**src/rtl/mptrk_pkg.sv**
```systemverilog
package mptrk_pkg;
    typedef enum logic [2:0] {
        ST_OFF,
        ST_LEVEL,
        ST_LEAD,
        ST_LAG,
        ST_OVER_LEAD,
        ST_OVER_LAG
    } trk_state_t;

    typedef enum logic [1:0] {
        STEP_NONE,
        STEP_UP,
        STEP_DN
    } step_t;
endpackage

```
**src/rtl/mptrk_edge_step.sv**
```systemverilog
module mptrk_edge_step
    import mptrk_pkg::*;
(
    input  logic  active_i,
    input  logic  ref_i,
    input  logic  fb_i,
    output step_t step_o
);
    always_comb begin
        step_o = STEP_NONE;
        if (active_i) begin
            if (ref_i && !fb_i) begin
                step_o = STEP_UP;
            end else if (fb_i && !ref_i) begin
                step_o = STEP_DN;
            end
        end
    end
endmodule

```
**src/rtl/mptrk_slip_ctr.sv**
```systemverilog
module mptrk_slip_ctr
    import mptrk_pkg::*;
#(
    parameter int LIM_W = 13
) (
    input  logic                    clk,
    input  logic                    rst_n,
    input  logic                    clr_i,
    input  step_t                   step_i,
    input  logic [LIM_W-1:0]        lim_i,
    output logic signed [LIM_W:0]   diff_o,
    output logic signed [LIM_W:0]   diff_nxt_o,
    output logic                    moved_o,
    output logic                    over_hi_o,
    output logic                    over_lo_o
);
    localparam int WHOLE_W = LIM_W + 1;

    logic [LIM_W-1:0]          lim_eff;
    logic signed [WHOLE_W-1:0] lim_pos;
    logic signed [WHOLE_W-1:0] lim_neg;
    logic signed [WHOLE_W-1:0] diff_q;

    assign lim_eff = (lim_i == '0) ? LIM_W'(1) : lim_i;
    assign lim_pos = $signed({1'b0, lim_eff});
    assign lim_neg = -lim_pos;

    always_comb begin
        diff_nxt_o = diff_q;
        moved_o    = 1'b0;
        over_hi_o  = 1'b0;
        over_lo_o  = 1'b0;
        if (clr_i) begin
            diff_nxt_o = '0;
        end else begin
            unique case (step_i)
                STEP_UP: begin
                    if (diff_q < lim_pos) begin
                        diff_nxt_o = diff_q + WHOLE_W'(1);
                        moved_o    = 1'b1;
                    end else begin
                        over_hi_o  = 1'b1;
                    end
                end
                STEP_DN: begin
                    if (diff_q > lim_neg) begin
                        diff_nxt_o = diff_q - WHOLE_W'(1);
                        moved_o    = 1'b1;
                    end else begin
                        over_lo_o  = 1'b1;
                    end
                end
                default: begin
                    diff_nxt_o = diff_q;
                end
            endcase
        end
    end

    always_ff @(posedge clk or negedge rst_n) begin
        if (!rst_n) begin
            diff_q <= '0;
        end else begin
            diff_q <= diff_nxt_o;
        end
    end

    assign diff_o = diff_q;
endmodule

```
**src/rtl/mptrk_residue.sv**
```systemverilog
module mptrk_residue #(
    parameter int FRAC_W = 6
) (
    input  logic              clk,
    input  logic              rst_n,
    input  logic              clr_i,
    input  logic              moved_i,
    input  logic              nxt_zero_i,
    output logic [FRAC_W-1:0] frac_o
);
    localparam logic [FRAC_W-1:0] FRAC_MAX = '1;

    logic [FRAC_W-1:0] frac_q;

    always_ff @(posedge clk or negedge rst_n) begin
        if (!rst_n) begin
            frac_q <= '0;
        end else if (clr_i || moved_i || nxt_zero_i) begin
            frac_q <= '0;
        end else if (frac_q != FRAC_MAX) begin
            frac_q <= frac_q + FRAC_W'(1);
        end
    end

    assign frac_o = frac_q;
endmodule

```
**src/rtl/mptrk_fsm.sv**
```systemverilog
module mptrk_fsm
    import mptrk_pkg::*;
(
    input  logic  clk,
    input  logic  rst_n,
    input  logic  off_req_i,
    input  step_t step_i,
    input  logic  over_hi_i,
    input  logic  over_lo_i,
    input  logic  nxt_pos_i,
    input  logic  nxt_neg_i,
    output logic  valid_o,
    output logic  coarse_o
);
    trk_state_t state_q;
    trk_state_t state_nxt;
    trk_state_t sign_state;

    always_comb begin
        if (nxt_pos_i) begin
            sign_state = ST_LEAD;
        end else if (nxt_neg_i) begin
            sign_state = ST_LAG;
        end else begin
            sign_state = ST_LEVEL;
        end
    end

    always_comb begin
        state_nxt = sign_state;
        if (off_req_i) begin
            state_nxt = ST_OFF;
        end else if (over_hi_i) begin
            state_nxt = ST_OVER_LEAD;
        end else if (over_lo_i) begin
            state_nxt = ST_OVER_LAG;
        end else begin
            unique case (state_q)
                ST_OVER_LEAD: state_nxt = (step_i == STEP_DN) ? sign_state : ST_OVER_LEAD;
                ST_OVER_LAG:  state_nxt = (step_i == STEP_UP) ? sign_state : ST_OVER_LAG;
                default:      state_nxt = sign_state;
            endcase
        end
    end

    always_ff @(posedge clk or negedge rst_n) begin
        if (!rst_n) begin
            state_q <= ST_OFF;
        end else begin
            state_q <= state_nxt;
        end
    end

    always_comb begin
        valid_o  = 1'b1;
        coarse_o = 1'b0;
        unique case (state_q)
            ST_OFF: valid_o = 1'b0;
            ST_OVER_LEAD, ST_OVER_LAG: coarse_o = 1'b1;
            default: begin
                valid_o  = 1'b1;
                coarse_o = 1'b0;
            end
        endcase
    end
endmodule

```
**src/rtl/multicycle_phase_tracker.sv**
```systemverilog
module multicycle_phase_tracker
    import mptrk_pkg::*;
#(
    parameter int LIM_W  = 13,
    parameter int FRAC_W = 6
) (
    input  logic                      clk,
    input  logic                      rst_n,
    input  logic                      en_i,
    input  logic                      low_rate_i,
    input  logic                      use_mc_i,
    input  logic                      ref_edge_i,
    input  logic                      fb_edge_i,
    input  logic [LIM_W-1:0]          lim_i,
    input  logic [LIM_W+FRAC_W:0]     sc_err_i,
    output logic [LIM_W+FRAC_W:0]     mc_err_o,
    output logic [LIM_W+FRAC_W:0]     loop_err_o,
    output logic                      valid_o,
    output logic                      coarse_o
);
    localparam int WHOLE_W = LIM_W + 1;

    logic                      off_req;
    step_t                     step;
    logic signed [WHOLE_W-1:0] diff;
    logic signed [WHOLE_W-1:0] diff_nxt;
    logic                      moved;
    logic                      over_hi;
    logic                      over_lo;
    logic [FRAC_W-1:0]         frac;

    assign off_req = !en_i || low_rate_i;

    mptrk_edge_step u_step (
        .active_i (!off_req),
        .ref_i    (ref_edge_i),
        .fb_i     (fb_edge_i),
        .step_o   (step)
    );

    mptrk_slip_ctr #(.LIM_W(LIM_W)) u_ctr (
        .clk        (clk),
        .rst_n      (rst_n),
        .clr_i      (off_req),
        .step_i     (step),
        .lim_i      (lim_i),
        .diff_o     (diff),
        .diff_nxt_o (diff_nxt),
        .moved_o    (moved),
        .over_hi_o  (over_hi),
        .over_lo_o  (over_lo)
    );

    mptrk_residue #(.FRAC_W(FRAC_W)) u_res (
        .clk        (clk),
        .rst_n      (rst_n),
        .clr_i      (off_req),
        .moved_i    (moved),
        .nxt_zero_i (diff_nxt == '0),
        .frac_o     (frac)
    );

    mptrk_fsm u_fsm (
        .clk       (clk),
        .rst_n     (rst_n),
        .off_req_i (off_req),
        .step_i    (step),
        .over_hi_i (over_hi),
        .over_lo_i (over_lo),
        .nxt_pos_i (diff_nxt > 0),
        .nxt_neg_i (diff_nxt < 0),
        .valid_o   (valid_o),
        .coarse_o  (coarse_o)
    );

    assign mc_err_o   = {diff, frac};
    assign loop_err_o = (use_mc_i && valid_o) ? mc_err_o : sc_err_i;
endmodule

```
**config.mk**
```make
export PLATFORM = sky130hd
export DESIGN_NAME = multicycle_phase_tracker
export DESIGN_NICKNAME = d
export VERILOG_FILES = /design/src/rtl/mptrk_pkg.sv /design/src/rtl/mptrk_edge_step.sv /design/src/rtl/mptrk_slip_ctr.sv /design/src/rtl/mptrk_residue.sv /design/src/rtl/mptrk_fsm.sv /design/src/rtl/multicycle_phase_tracker.sv
export SDC_FILE = /design/constraint.sdc
export NUM_CORES = 1
export LEC_CHECK = 0
export ABC_CLOCK_PERIOD_IN_PS = 3020
export CAP_MARGIN = 15
export CORE_MARGIN = 2
export CORE_UTILIZATION = 30
export CTS_CLUSTER_SIZE = 20
export DETAILED_ROUTE_END_ITERATION = 10
export PLACE_DENSITY = 0.57
export SYNTH_ARGS = -nofsm -noshare
export SYNTH_HDL_FRONTEND = slang
export SYNTH_HIERARCHICAL = 1
export SYNTH_SLANG_ARGS = --single-unit
export TNS_END_PERCENT = 30
```
**constraint.sdc**
```tcl
create_clock -name clk -period 3.02 [get_ports clk]
set_clock_uncertainty 0.05 [all_clocks]
set_input_delay 0.604 -clock clk [delete_from_list [all_inputs] [get_ports clk]]
set_output_delay 0.604 -clock clk [all_outputs]
set_load 0.03 [all_outputs]
```
**Word level (Yosys, flattened, before mapping)**

Index checks and enable logic that the tools add are counted.

- Flip-flop bits (word level): 23
- Output and inout port bits: 42
- Word-level logic and storage cells: 61

- $add $sub $neg: 4
- Order comparisons: 4
- Eq/ne operators: 5
- Mux-type cells: 31
- Reduce and logical (&&, ||, !) cells: 14

Operator list:

| operator | count |
|---|---|
| $mux 14 | 3 |
| $pmux 14 s2 | 1 |
| $mux 20 | 1 |
| $mux 3 | 5 |
| $add 14x2->14 const B | 1 |
| $gt 14x1->1 const B | 1 |
| $gt 14x14->1 | 1 |
| $logic_not 14->1 | 1 |
| $lt 14x1->1 const B | 1 |
| $lt 14x14->1 | 1 |
| $neg 13->14 | 1 |
| $sub 14x2->14 const B | 1 |
| $logic_not 13->1 | 1 |
| $mux 13 | 1 |
| $mux 6 | 2 |
| $mux 1 | 11 |
| $mux 2 | 5 |
| $add 6x1->6 const B | 1 |
| $eq 3x3->1 const B | 2 |
| $ne 6x6->1 const B | 1 |
| $pmux 3 s2 | 1 |
| $logic_and 1x1->1 | 3 |
| $logic_not 1->1 | 3 |
| $logic_not 3->1 | 1 |
| 6 further kinds | 8 |

**Longest topological paths before layout**

- Word-level depth: 16
- Mapped depth: 26
- Mapped depth without buffers: 24

**Modules after synthesis**

The synthesis kept the hierarchy.

Modules (own cells, without submodules):

| module | instances | cells each | area each (µm²) | seq. area each (µm²) |
|---|---|---|---|---|
| mptrk_slip_ctr | 1 | 329 | 2429.8 | 350.3 |
| multicycle_phase_tracker | 1 | 32 | 384.1 | 0.0 |
| mptrk_residue | 1 | 33 | 311.5 | 150.1 |
| mptrk_fsm | 1 | 18 | 187.7 | 75.1 |
| mptrk_edge_step | 1 | 2 | 17.5 | 0.0 |

**Worst setup path after synthesis**

No wires, ideal clock.

- Path type: input-to-reg
- Start point: input port lim_i[3]
- End point: register u_fsm.state_q[0]
- Setup time: 84 ps
- Data arrival time: 4409 ps
- Required time: 2886 ps
- Slack: -1523 ps
- Cell stages on the path: 22
- Cell sequence: nor4_1 a31o_2 inv_1 ha_1 nor2b_1 and2_1 xnor2_1 ha_1 o21ai_0 nor2_1 o31ai_4 nor3b_1 or2_1 buf_6 a21oi_1 or3_1 nor4_1 nand4_1 nor2b_4 nand3b_1 a31oi_1 a21boi_0

- Longest elaborated chain between the ends: 14

Ends and longest elaborated chain:

| what | line | text |
|---|---|---|
| start: declaration | multicycle_phase_tracker.sv:14 | `input logic [LIM_W-1:0] lim_i,` |
| $logic_not 13->1 | mptrk_slip_ctr.sv:24 | `assign lim_eff = (lim_i == '0) ? LIM_W'(1) : lim_i;` |
| $mux 13 * | mptrk_slip_ctr.sv:24 |  |
| $neg 13->14 | mptrk_slip_ctr.sv:26 | `assign lim_neg = -lim_pos;` |
| $gt 14x14->1 | mptrk_slip_ctr.sv:46 | `if (diff_q > lim_neg) begin` |
| $mux 14 | mptrk_slip_ctr.sv:46 |  |
| $pmux 14 s2 * | mptrk_slip_ctr.sv:36 | `unique case (step_i)` |
| $mux 14 * | mptrk_slip_ctr.sv:33 | `if (clr_i) begin` |
| named net diff_nxt[6] | multicycle_phase_tracker.sv:26 | `logic signed [WHOLE_W-1:0] diff_nxt;` |
| $gt 14x1->1 * | multicycle_phase_tracker.sv:70 | `.nxt_pos_i (diff_nxt > 0),` |
| $mux 2 * | mptrk_fsm.sv:20 | `if (nxt_pos_i) begin` |
| $mux 3 (on tied branches) | mptrk_fsm.sv:40, mptrk_fsm.sv:39 |  |
| $pmux 3 s2 * | mptrk_fsm.sv:38 | `unique case (state_q)` |
| $mux 3 * | mptrk_fsm.sv:35 | `end else if (over_lo_i) begin` |
| $mux 3 * | mptrk_fsm.sv:33 | `end else if (over_hi_i) begin` |
| $mux 3 * | mptrk_fsm.sv:31 | `if (off_req_i) begin` |
| named net u_fsm.state_nxt[0] | mptrk_fsm.sv:16 | `trk_state_t state_nxt;` |
| end signal: assignment | mptrk_fsm.sv:50 | `state_q <= state_nxt;` |
| end: declaration | mptrk_fsm.sv:15 | `trk_state_t state_q;` |

Mark *: on every way through the listed nets, which the timed path passes. The rest lies on a longest branch.
A chain may end at the register's enable or synchronous reset.

**Worst setup path after layout**

- Start point: input port lim_i[1]
- End point: register u_fsm.state_q[0]

The elaborated chain is that of the path after synthesis.

==> impl_results.md <==
- Outcome: complete, but fails checks
- Failing checks: negative setup slack
- Final ANT Viol Nets: 0
- Buffer and inverter count on the worst path: 3
- Clock slew at reported path FFs: 90 ps
- Number of flops mapped to enable cells by yosys: 0
- Port-buffer cells: 81
- Worst Path Max Fanout: 5
- Crit Path Class: in2reg
- Crit. End Element: flip-flop
- Fmax: 224 MHz
- Setup violators final: 23
- Final worst-path cycle share: 1.48
- DP Area: 5080 µm²
- Initial antenna violation count: 0
- DP HPWL: 9260 µm
- Worst Path Arrival: ~4600 ps
- Slack of the worst reg-to-reg path: -520 ps
- Final Instance Count excl. Fillers: 747
- Pwr/cell area: 156 nW/µm²
- Die extent in y: about 110 µm
- Max_cap viols: 0
- Grt total ovfl: 0
- Final Max Slew Viols: 0
- Nets@finish: 680
- Initial Util: 0.307
- Clk_lat worst skew: 270 ps
- H-tree depth: 1
- Syn Inst Count: 414
- Hold crit path type: reg2reg
- Worst setup SP type: primary input
- Final hold violations: 0
- Sink Count: 23
- Post-synth top area share: 0.173
- Core box area: 10,800 µm²
- Global-route wire length before repair: 19,200 µm
- CTS tree: yes
- All-Layer GR Usage: 0.200
- Most common cell after layout, fill and taps aside: buf_4
- Syn_area_per_cell: 8.05 µm²
- Clock Path Buffers: 2
- Worst setup margin: -1440 ps
- N_diodes: 0
- Yosys warnings: 6
- Vias: roughly 4k
- Synth top area cells: dfrtp_1, ha_1, mux2_4
- Synth unique cells: 66
- Worst-path cell with the longest stage delay: o41ai_4
- Placed Instances: 715
- Most frequent cells in the layout: buf_4, clkdlybuf4s50_1, ha_1
- Required @ worst endpoint: between 3000 and 4000 ps
- Ys flop type: dfrtp_1
- RSZ-0062 raised after global routing: true
- Sequential area share after synthesis: 0.173
- Post-synth ARST share: 1.00
- GP Congestion: 0.939
- Pre-Repair DR Iteration Count: 6
- IO Count: a little over 80
- Fin crit period: roughly 4500 ps
- CTS Hold Bufs: 0
- Die ar.: approximately 12,000 µm²
- Vias/cell: around 5.4
- Initial DRC Count: 324
- Layout fillers: ~1.0k
- Area Growth Syn to Fin: 66.9%
- DRC viols: 0
- Post-Syn Nets: 486
- Detailed Route WL: 12,500 µm
- CP peak stage delay: 420 ps
- Synth Register Bits: 23
- Largest net degree at the start of global routing: 33
- Vias in the first global route: 3,896
- Post-Layout Inst Area: 5560 µm²
- Clock Tree Root: clkbuf_8
- VDD IR max: roughly 0.00011 V
- Cell taking the most area after synthesis: dfrtp_1
- Cts bufs inserted: 3
- Die X-Extent: 109 µm
- Layout cells sized above 1: 0.386
- Wirelength per Cell: 16.7 µm
- Crit-path cells: clkdlybuf4s15_1, nor3_1, a31o_2, inv_2, ha_4, nor2b_4, nand2_2, nor4_4, xnor2_1, ha_1, nand4_4, o41ai_4, a31oi_2, buf_4, or2_4, nand3_1, nand3_2, nor4_4, nand4_1, nor2b_4, nand3b_1, a31oi_1, a21boi_1
- Family with the most delay on the worst path: simple AND/OR/NAND/NOR gates
- Lkg Pwr: 2.55 nW
- Cell Rows: 38
- Synth Cell Area: 3330 µm²
==> routing by layer <==
layer	track usage	vias to the layer above	part of all wire
met1	0.268	1897	0.44
met4	0.0696	0	0.023
met5	0	-	0
li1	-	1942	-
met2	0.342	161	0.48
met3	0.0101	22	0.052
==> report_power, final <==
group | total, W | switching [W] | internal (W)
clock | 0.000197 | 0.000105 | 0.0000921
combinational | 0.000358 | 0.000172 | 0.000186
sequential | 0.000311 | 0.00000166 | 0.000309
==> sequential cells by signal, indices dropped and copies added, names as in the netlist <==
signal / cells
u_res/frac_o: 6
u_ctr/diff_o: 14
u_fsm/state_q: 3
==> kinds of logic (layout without fill, tap and decap cells) <==
group / Yosys count / in the layout / synth area share
buffers and inverters: 51 / 243 / 0.0684
XOR/XNOR: 11 / 11 / 0.0289
AND/OR/NAND/NOR: 181 / 182 / 0.309
multiplexers: 21 / 21 / 0.0932
flip-flops: 23 / 23 / 0.173
AO/OA/AOI/OAI: 94 / 94 / 0.207
adder cells (fa/ha/maj): 32 / 32 / 0.120
other: 1 / 1 / 0.00113
==> final timing paths <==
path                            startpoint               end  cells after the start
setup / recovery                  lim_i[1]  u_fsm/state_q[0]                     23
min in group asynchronous            rst_n   u_res/frac_o[2]                      2
setup reg to reg           u_ctr/diff_o[9]  u_fsm/state_q[0]                     15
max in group asynchronous            rst_n   u_ctr/diff_o[2]                      2
hold reg to reg            u_res/frac_o[2]   u_res/frac_o[2]                      1
hold / removal             u_res/frac_o[2]   u_res/frac_o[2]                      1
==> cell usage after synthesis, types with 16 or more instances <==
| cell | count |
|---|---|
| ha_1 | 32 |
| nor2_1 | 29 |
| nand3_1 | 28 |
| inv_1 | 27 |
| nand2_1 | 26 |
| dfrtp_1 | 23 |
| mux2_4 | 20 |
| nor3_1 | 20 |
| clkbuf_1 | 18 |
| o21ai_0 | 17 |
| a21oi_1 | 16 |
==> layout make-up <==
cell class                 count  area, µm²  share of cell area
multi-input combinational    341       2860               0.514
timing repair buffer         212       1810               0.325
tap                          140        175              0.0315
clock inverter                 1       5.00            0.000900
clock buffer                   3       41.3             0.00743
inverter                      27        101              0.0182
sequential                    23        576               0.104
==> per-stage QoR <==
stage | worst slack [ps] | hold WS, ps | power (W) | TNS (ps) | util
3_3_place_gp | -2050 | 524 | 0.000650 | -35770 | 0.469
5_1_grt | -1670 | 606 | 0.000909 | -25220 | 0.513
4_1_cts | -1320 | 568 | 0.000863 | -18570 | 0.500
3_5_place_dp | -2200 | 553 | 0.000655 | -37680 | 0.469
6_report | -1440 | 560 | 0.000866 | -21320 | 0.513
2_1_floorplan | -1260 | 258 | 0.000492 | -16870 | -
==> worst reg2reg max path, delay by kind of cell, from the launching register on <==
kind / cells / cell delay, ps
buffers and inverters: 1 / 190
DFF: 1 / 470
adders and majority gates: 1 / 340
and+or+nand+nor: 5 / 920
AOI/OAI and AO/OA: 8 / 1500
==> repair_timing <==
item / in CTS / in global routing
pin swaps: 23 / 14
gates cloned: 1 / 0
buffers inserted: 21 / 7
resized for setup: 110 / 18
setup endpoints to repair: 43 / 23
Note: power is estimated with default switching activity, not from simulation.
